===== config.mk =====
export PLATFORM = sky130hd
export DESIGN_NAME = sram_nbt_core
export DESIGN_NICKNAME = d
export VERILOG_FILES = /design/src/rtl/sram_nbt_pkg.sv /design/src/rtl/sram_nbt_issue.sv /design/src/rtl/sram_nbt_late.sv /design/src/rtl/sram_nbt_array.sv /design/src/rtl/sram_nbt_out.sv /design/src/rtl/sram_nbt_core.sv
export SDC_FILE = /design/constraint.sdc
export NUM_CORES = 2
export LEC_CHECK = 0
export BUFFER_PORTS_ARGS = -buffer_cell sky130_fd_sc_hd__buf_4
export CAP_MARGIN = 20
export CORE_MARGIN = 8
export CORE_UTILIZATION = 53
export CTS_BUF_LIST = sky130_fd_sc_hd__clkbuf_4
export DETAILED_ROUTE_END_ITERATION = 8
export PLACE_DENSITY_LB_ADDON = 0.2
export REMOVE_ABC_BUFFERS = 1
export SETUP_SLACK_MARGIN = 0.2
export SYNTH_ARGS = -nofsm -noshare
export SYNTH_HDL_FRONTEND = slang
export SYNTH_HIERARCHICAL = 1
export SYNTH_SLANG_ARGS = --single-unit

===== constraint.sdc =====
create_clock -name clk -period 2.6 [get_ports clk]
set_input_delay 0.26 -clock clk [delete_from_list [all_inputs] [get_ports clk]]
set_output_delay 0.26 -clock clk [all_outputs]
set_load 0.03 [all_outputs]

===== src/rtl/sram_nbt_pkg.sv =====
package sram_nbt_pkg;

  // A burst is four beats; the beat index selects the 2 low address bits.
  localparam int BEAT_W = 2;

  typedef logic [BEAT_W-1:0] beat_t;

  typedef struct packed {
    logic vld;
    logic wr;
  } op_t;

  // Low address bits of a beat, given the start offset and the beat index.
  function automatic beat_t beat_low(input beat_t start, input beat_t idx, input logic linear);
    beat_t res;
    if (linear) res = beat_t'(start + idx);
    else        res = start ^ idx;
    return res;
  endfunction

endpackage


===== src/rtl/sram_nbt_issue.sv =====
module sram_nbt_issue
  import sram_nbt_pkg::*;
#(
  parameter int ADDR_W = 6,
  parameter int NBYTES = 4
) (
  input  logic              clk,
  input  logic              rst_n,
  input  logic              lin_order,
  input  logic              sleep,
  input  logic              ld,
  input  logic              wr,
  input  logic              en_a_n,
  input  logic              en_b,
  input  logic              en_c_n,
  input  logic [ADDR_W-1:0] addr,
  input  logic [NBYTES-1:0] byte_en,
  output op_t               a_op,
  output logic [ADDR_W-1:0] a_addr,
  output logic [NBYTES-1:0] a_be
);

  logic              sel_ok;
  logic              burst_q, burst_d;
  logic              bwr_q, bwr_d;
  logic [ADDR_W-1:0] base_q, base_d;
  beat_t             cnt_q, cnt_d;
  op_t               op_q, op_d;
  logic [ADDR_W-1:0] addr_q, addr_d;
  logic [NBYTES-1:0] be_q, be_d;

  assign sel_ok = !en_a_n && en_b && !en_c_n;

  // Next-state: load, advance, deselect or sleep.
  always_comb begin
    burst_d = burst_q;
    bwr_d   = bwr_q;
    base_d  = base_q;
    cnt_d   = cnt_q;
    op_d    = '0;
    addr_d  = addr_q;
    be_d    = be_q;
    if (sleep) begin
      burst_d = 1'b0;
    end else if (ld) begin
      if (sel_ok) begin
        burst_d = 1'b1;
        bwr_d   = wr;
        base_d  = addr;
        cnt_d   = '0;
        op_d.vld = 1'b1;
        op_d.wr  = wr;
        addr_d  = addr;
        be_d    = byte_en;
      end else begin
        burst_d = 1'b0;
      end
    end else if (burst_q) begin
      cnt_d    = cnt_q + beat_t'(1);
      op_d.vld = 1'b1;
      op_d.wr  = bwr_q;
      addr_d   = {base_q[ADDR_W-1:BEAT_W], beat_low(base_q[BEAT_W-1:0], cnt_d, lin_order)};
      be_d     = byte_en;
    end
  end

  // Control state, reset.
  always_ff @(posedge clk or negedge rst_n) begin
    if (!rst_n) begin
      burst_q <= 1'b0;
      op_q    <= '0;
    end else begin
      burst_q <= burst_d;
      op_q    <= op_d;
    end
  end

  // Datapath state, no reset; only read while a qualifying flag is set.
  always_ff @(posedge clk) begin
    bwr_q  <= bwr_d;
    base_q <= base_d;
    cnt_q  <= cnt_d;
    addr_q <= addr_d;
    be_q   <= be_d;
  end

  assign a_op   = op_q;
  assign a_addr = addr_q;
  assign a_be   = be_q;

endmodule


===== src/rtl/sram_nbt_late.sv =====
module sram_nbt_late #(
  parameter int ADDR_W = 6,
  parameter int NBYTES = 4
) (
  input  logic              clk,
  input  logic              rst_n,
  input  logic              pipe_mode,
  input  logic              a_wr,
  input  logic [ADDR_W-1:0] a_addr,
  input  logic [NBYTES-1:0] a_be,
  output logic              cm_en,
  output logic [ADDR_W-1:0] cm_addr,
  output logic [NBYTES-1:0] cm_be
);

  logic              b_wr_q;
  logic [ADDR_W-1:0] b_addr_q, b_addr_d;
  logic [NBYTES-1:0] b_be_q, b_be_d;

  // Clock enable: second-stage write fields load only behind a write.
  always_comb begin
    b_addr_d = a_wr ? a_addr : b_addr_q;
    b_be_d   = a_wr ? a_be   : b_be_q;
  end

  always_ff @(posedge clk or negedge rst_n) begin
    if (!rst_n) b_wr_q <= 1'b0;
    else        b_wr_q <= a_wr;
  end

  always_ff @(posedge clk) begin
    b_addr_q <= b_addr_d;
    b_be_q   <= b_be_d;
  end

  // Commit one stage later in pipelined mode (data two cycles late).
  always_comb begin
    if (pipe_mode) begin
      cm_en   = b_wr_q;
      cm_addr = b_addr_q;
      cm_be   = b_be_q;
    end else begin
      cm_en   = a_wr;
      cm_addr = a_addr;
      cm_be   = a_be;
    end
  end

endmodule


===== src/rtl/sram_nbt_array.sv =====
module sram_nbt_array #(
  parameter int ADDR_W = 6,
  parameter int BYTE_W = 9,
  parameter int NBYTES = 4,
  localparam int DATA_W = BYTE_W * NBYTES,
  localparam int DEPTH  = 1 << ADDR_W
) (
  input  logic              clk,
  input  logic              rd_en,
  input  logic [ADDR_W-1:0] rd_addr,
  input  logic              wr_en,
  input  logic [ADDR_W-1:0] wr_addr,
  input  logic [NBYTES-1:0] wr_be,
  input  logic [DATA_W-1:0] wr_data,
  output logic [DATA_W-1:0] rd_data
);

  logic [DATA_W-1:0] mem [DEPTH];
  logic [DATA_W-1:0] fwd;
  logic [DATA_W-1:0] rd_q, rd_d;

  // Array word merged with the bytes committing on this same edge.
  always_comb begin
    fwd = mem[rd_addr];
    for (int i = 0; i < NBYTES; i++) begin
      if (wr_en && wr_be[i] && (wr_addr == rd_addr))
        fwd[i*BYTE_W +: BYTE_W] = wr_data[i*BYTE_W +: BYTE_W];
    end
    rd_d = rd_en ? fwd : rd_q;
  end

  always_ff @(posedge clk) begin
    for (int i = 0; i < NBYTES; i++) begin
      if (wr_en && wr_be[i])
        mem[wr_addr][i*BYTE_W +: BYTE_W] <= wr_data[i*BYTE_W +: BYTE_W];
    end
    rd_q <= rd_d;
  end

  assign rd_data = rd_q;

endmodule


===== src/rtl/sram_nbt_out.sv =====
module sram_nbt_out #(
  parameter int DATA_W = 36
) (
  input  logic              clk,
  input  logic              rst_n,
  input  logic              pipe_mode,
  input  logic              oe_n,
  input  logic              sleep,
  input  logic              a_rd,
  input  logic [DATA_W-1:0] rd_data,
  output logic [DATA_W-1:0] dout,
  output logic              dout_drv
);

  logic              b_rd_q, c_rd_q;
  logic [DATA_W-1:0] out_q, out_d;
  logic              slot_rd;
  logic [DATA_W-1:0] slot_data;

  // Output register loads only when the array register holds a read.
  always_comb out_d = b_rd_q ? rd_data : out_q;

  always_ff @(posedge clk or negedge rst_n) begin
    if (!rst_n) begin
      b_rd_q <= 1'b0;
      c_rd_q <= 1'b0;
    end else begin
      b_rd_q <= a_rd;
      c_rd_q <= b_rd_q;
    end
  end

  always_ff @(posedge clk) out_q <= out_d;

  always_comb begin
    slot_rd   = pipe_mode ? c_rd_q : b_rd_q;
    slot_data = pipe_mode ? out_q  : rd_data;
  end

  // Asynchronous overrides act after the last register.
  assign dout_drv = slot_rd && !oe_n && !sleep;
  assign dout     = dout_drv ? slot_data : '0;

endmodule


===== src/rtl/sram_nbt_core.sv =====
module sram_nbt_core
  import sram_nbt_pkg::*;
#(
  parameter int ADDR_W = 6,
  parameter int BYTE_W = 9,
  parameter int NBYTES = 4,
  localparam int DATA_W = BYTE_W * NBYTES
) (
  input  logic              clk,
  input  logic              rst_n,
  input  logic              pipe_mode,
  input  logic              lin_order,
  input  logic              en_a_n,
  input  logic              en_b,
  input  logic              en_c_n,
  input  logic              sleep,
  input  logic              oe_n,
  input  logic              ld,
  input  logic              wr,
  input  logic [ADDR_W-1:0] addr,
  input  logic [NBYTES-1:0] byte_en,
  input  logic [DATA_W-1:0] din,
  output logic [DATA_W-1:0] dout,
  output logic              dout_drv
);

  logic [1:0]        rs_q;
  logic              rst_core_n;
  op_t               a_op;
  logic [ADDR_W-1:0] a_addr;
  logic [NBYTES-1:0] a_be;
  logic              a_rd, a_wr;
  logic              cm_en;
  logic [ADDR_W-1:0] cm_addr;
  logic [NBYTES-1:0] cm_be;
  logic [DATA_W-1:0] rd_data;

  // Reset asserts asynchronously, releases on the clock.
  always_ff @(posedge clk or negedge rst_n) begin
    if (!rst_n) rs_q <= 2'b00;
    else        rs_q <= {rs_q[0], 1'b1};
  end
  assign rst_core_n = rs_q[1];

  assign a_rd = a_op.vld && !a_op.wr;
  assign a_wr = a_op.vld &&  a_op.wr;

  sram_nbt_issue #(.ADDR_W(ADDR_W), .NBYTES(NBYTES)) i_issue (
    .clk(clk), .rst_n(rst_core_n), .lin_order(lin_order), .sleep(sleep),
    .ld(ld), .wr(wr), .en_a_n(en_a_n), .en_b(en_b), .en_c_n(en_c_n),
    .addr(addr), .byte_en(byte_en),
    .a_op(a_op), .a_addr(a_addr), .a_be(a_be)
  );

  sram_nbt_late #(.ADDR_W(ADDR_W), .NBYTES(NBYTES)) i_late (
    .clk(clk), .rst_n(rst_core_n), .pipe_mode(pipe_mode),
    .a_wr(a_wr), .a_addr(a_addr), .a_be(a_be),
    .cm_en(cm_en), .cm_addr(cm_addr), .cm_be(cm_be)
  );

  sram_nbt_array #(.ADDR_W(ADDR_W), .BYTE_W(BYTE_W), .NBYTES(NBYTES)) i_array (
    .clk(clk), .rd_en(a_rd), .rd_addr(a_addr),
    .wr_en(cm_en), .wr_addr(cm_addr), .wr_be(cm_be), .wr_data(din),
    .rd_data(rd_data)
  );

  sram_nbt_out #(.DATA_W(DATA_W)) i_out (
    .clk(clk), .rst_n(rst_core_n), .pipe_mode(pipe_mode), .oe_n(oe_n),
    .sleep(sleep), .a_rd(a_rd), .rd_data(rd_data),
    .dout(dout), .dout_drv(dout_drv)
  );

endmodule


==> out/metrics.cfg <==
[clocking]
ctsRootBufferMaster = clkbuf_4
h-tree-depth = 6
cts_buffer_depth = 4
cts_sinks = 2413
clk_latency_ns = 1.42
cts-hold-fix-buffers = 148
cts_tree = yes
numCtsBuffers = 624
clk_pin_slew_worst_paths_ns = 0.07

[power_and_ir_drop]
p_total_mw = 76.69
ir_drop_uv = 481.9
p_leak_nw = 40.28
powerDensity_nw_per_um2 = 647.2

[yosys]
postSynth.asyncResetShare_pct = 0.3315
synth_warnings = 6
synthDistinctLibCells = 65
synth_edf_count = 2405
ys_seq_area_share_pct = 77.07
ys_ff_latch = 2413
syn_area_per_cell_um2 = 20.36
syn-cell-area_um2 = 93960
ys.flop_type = edfxtp_1
synth_cells = 4616

[grt]
antenna_found_initial = 9
track_usage_pct = 27.52
grt_pass1_wl_um = 381700
grt_pass1_vias = 53950
grt_max_degree = 65
grt_overflow = 0

[final_layout]
fin_nets = 6112
stdcell_area_um2 = 118500
syn2layout_area_growth_pct = 26.10
layout-drive-gt1-share_pct = 43.46

[die]
die_x_um = 437.1
start_util_pct = 53.35
dieArea_um2 = 191000
rows = 154
core_um2 = 176100
die_h_um = 437.1
ios = 94

[timing]
finalSetupViolCount = 132
final_max_slew_viol_count = 0
setup_ws_ns = -0.2530
tightest_slew_ns = 0.8219
hold_viol = 0
rsz0062_at_grt = yes
post-route-period-util_pct = 109.7
slew_headroom_pct = 45.20
tns_ns = -12.96
timing.clock.skew_ns = 0.09337
min_period_ns = 2.853
max_freq_mhz = 350.5

[detailed_routing]
wl_per_cell_um = 31.07
ant_nets = 0
drcViolationCount = 0
first_iter_violations = 6566
viasPerCell = 6.168
vias = 54240
drt-pass1-iter-count = 5
wirelength_um = 273200

[setup_path]
path_buf_inv = 3
path_cells = mux2i_4 -> buf_12 -> buf_16 -> nor3_1 -> buf_4
critPathMaxFanout = 18
required_ns = 2.34
cp_top_family = buffers and inverters
slowest_stage = dfrtp_2
path_class = flip-flop to output pin
worstPathArrival_ns = 2.59
startpoint_type = flip-flop
max_stage_delay_ns = 0.42
endpoint_kind = output pin

[place]
hpwlAfterDp_um = 160000
globalplace.congestion = 0.9511
port_buffers = 93
placed_cell_area_um2 = 102700

[status]
violations = negative setup slack
status = complete, but fails checks

[min_path]
hp-class = primary input to flip-flop

[job]
drv_cap = 0

==> path summary, 6_finish.rpt <==
kind	from	to	slack (ns)	depth (start not counted)
max	i_out/b_rd_q	dout[35]	-0.25	5
min	pipe_mode	i_array/mem[50][17]	0.06	6
max in group asynchronous	rs_q[1]	i_out/b_rd_q	2.02	0
max reg2reg	i_issue/a_addr[0]	i_array/rd_data[6]	-0.17	10
min in group asynchronous	rs_q[1]	i_issue/a_op[1]	0.20	0
min reg2reg	rs_q[1]	i_issue/a_op[1]	0.20	0
==> cells in the mapped netlist, drive strengths merged (2+ instances only) <==
master | instances | share of area, %
nand2 | 169 | 0.68
o32ai | 8 | 0.075
a2111oi | 8 | 0.075
a21o | 3 | 0.024
nand2b | 4 | 0.027
nand3 | 84 | 0.45
nand3b | 2 | 0.016
o221ai | 14 | 0.13
dfrtp | 8 | 0.21
o22ai | 19 | 0.13
clkbuf | 94 | 0.38
a211o | 14 | 0.13
a311oi | 3 | 0.028
inv | 2 | 0.0080
a22oi | 169 | 1.4
nor3 | 48 | 0.41
a31oi | 20 | 0.13
mux2i | 338 | 3.6
nand4 | 18 | 0.12
a21oi | 13 | 0.069
nor3b | 6 | 0.048
nor2 | 305 | 1.2
o21ai | 9 | 0.048
a22o | 20 | 0.19
and4b | 2 | 0.021
nor4 | 6 | 0.040
a32o | 4 | 0.043
o21a | 16 | 0.13
o2111ai | 8 | 0.075
nor2b | 25 | 0.17
buf | 190 | 1.2
mux2 | 52 | 0.66
edfxtp | 2405 | 77
and3b | 3 | 0.028
and2 | 3 | 0.021
a221oi | 22 | 0.21
xnor2 | 7 | 0.065
mux4 | 437 | 10
a211oi | 23 | 0.18
and3 | 20 | 0.13
==> routing by layer <==
layer  vias up  track usage (%)  share of wire (%)
met5         -                0              0.017
met4         6            11.03                3.8
met3       489            6.260                 10
met2      3166            42.12                 47
met1     28160            38.85                 39
li1      22410                -                  -
==> cell type report <==
| type | count | area, um2 |
|---|---|---|
| clock buffer | 891 | 6689 |
| timing repair buffer | 1096 | 13090 |
| sequential | 2413 | 72420 |
| fill | 11510 | 57630 |
| tap | 2340 | 2928 |
| clock inverter | 128 | 768.2 |
| inverter | 2 | 7.507 |
| antenna | 6 | 15.01 |
| multi-input combinational | 1917 | 22570 |
==> logic make-up after synthesis <==
group	share of synthesized area (%)
multiplexers	14.75
buffers and inverters	1.570
other	0.003991
XOR/XNOR	0.09055
adder cells (fa/ha/maj)	0.01331
AO/OA/AOI/OAI	3.064
AND/OR/NAND/NOR	3.432
flip-flops	77.07
==> flip-flops by register name, indices dropped and copies added (netlist names) <==
name,count
i_late/b_wr_q,1
i_late/b_be_q,4
i_array/mem,2304
i_out/out_q,36
i_issue/a_addr,6
rs_q,2
i_issue/a_be,4
i_issue/a_op,2
i_issue/bwr_q,1
i_out/b_rd_q,1
i_issue/base_q,6
i_issue/burst_q,1
i_out/c_rd_q,1
i_array/rd_data,36
i_issue/cnt_q,2
i_late/b_addr_q,6
==> where the power goes <==
part / leakage, nW / total, mW / switching, mW / internal (mW)
Combinational: 14.1 / 2.44 / 1.48 / 0.954
Clock: 4.48 / 31.5 / 14.9 / 16.6
Sequential: 21.7 / 42.8 / 0.0218 / 42.8
==> tightest hold or removal path: cells and delay by family <==
family,cells,cell delay (ns)
mux,1,0.28
simple gates,2,0.23
buf+inv,3,0.52
==> cells in the final DEF, fill, tap and decap left out, types with 15 or more instances in the layout <==
cell type and instances:
buf_6 176, nor2b_1 19, nor2_1 183, buf_8 37, a22o_1 19, nor2_2 37, nor2_4 85, buf_16 73
a22oi_2 36, a211oi_2 17, nand2_4 15, dlygate4sd3_1 113, a22oi_1 133, mux2_2 42, nand2_1 108, clkinv_1 90
nor3_2 32, mux4_2 437, o21a_1 15, o22ai_1 17, nand3_1 60, nand4_1 18, buf_12 155, buf_4 519
clkbuf_4 892, nand2_2 22, nand3_2 22, mux2i_1 336, nand2_8 24, inv_2 15, edfxtp_1 2405
==> through the flow <==
| stage | utilization [%] | setup WS [ns] | hold slack (ns) | cells |
|---|---|---|---|---|
| after floorplan | - | -23.22 | -0.03559 | 4332 |
| after global placement | 58.30 | -0.7935 | 0.04896 | 7392 |
| final | 67.28 | -0.2530 | 0.06235 | 8793 |
| after CTS | 65.89 | -0.3762 | -0.05579 | 8689 |
| after detailed placement | 58.30 | -0.7875 | 0.04951 | 7392 |
| after global routing | 67.28 | -0.3581 | -0.03339 | 8792 |
==> timing repair <==
action | in CTS | in global routing
pin swaps | 98 | 86
resized for setup | 512 | 416
setup endpoints to repair | 1730 | 2235
setup buffers | 92 | 54
gates cloned | 38 | 43
hold endpoints to repair | 2508 | 16
Power figures use the tool's default switching activity.
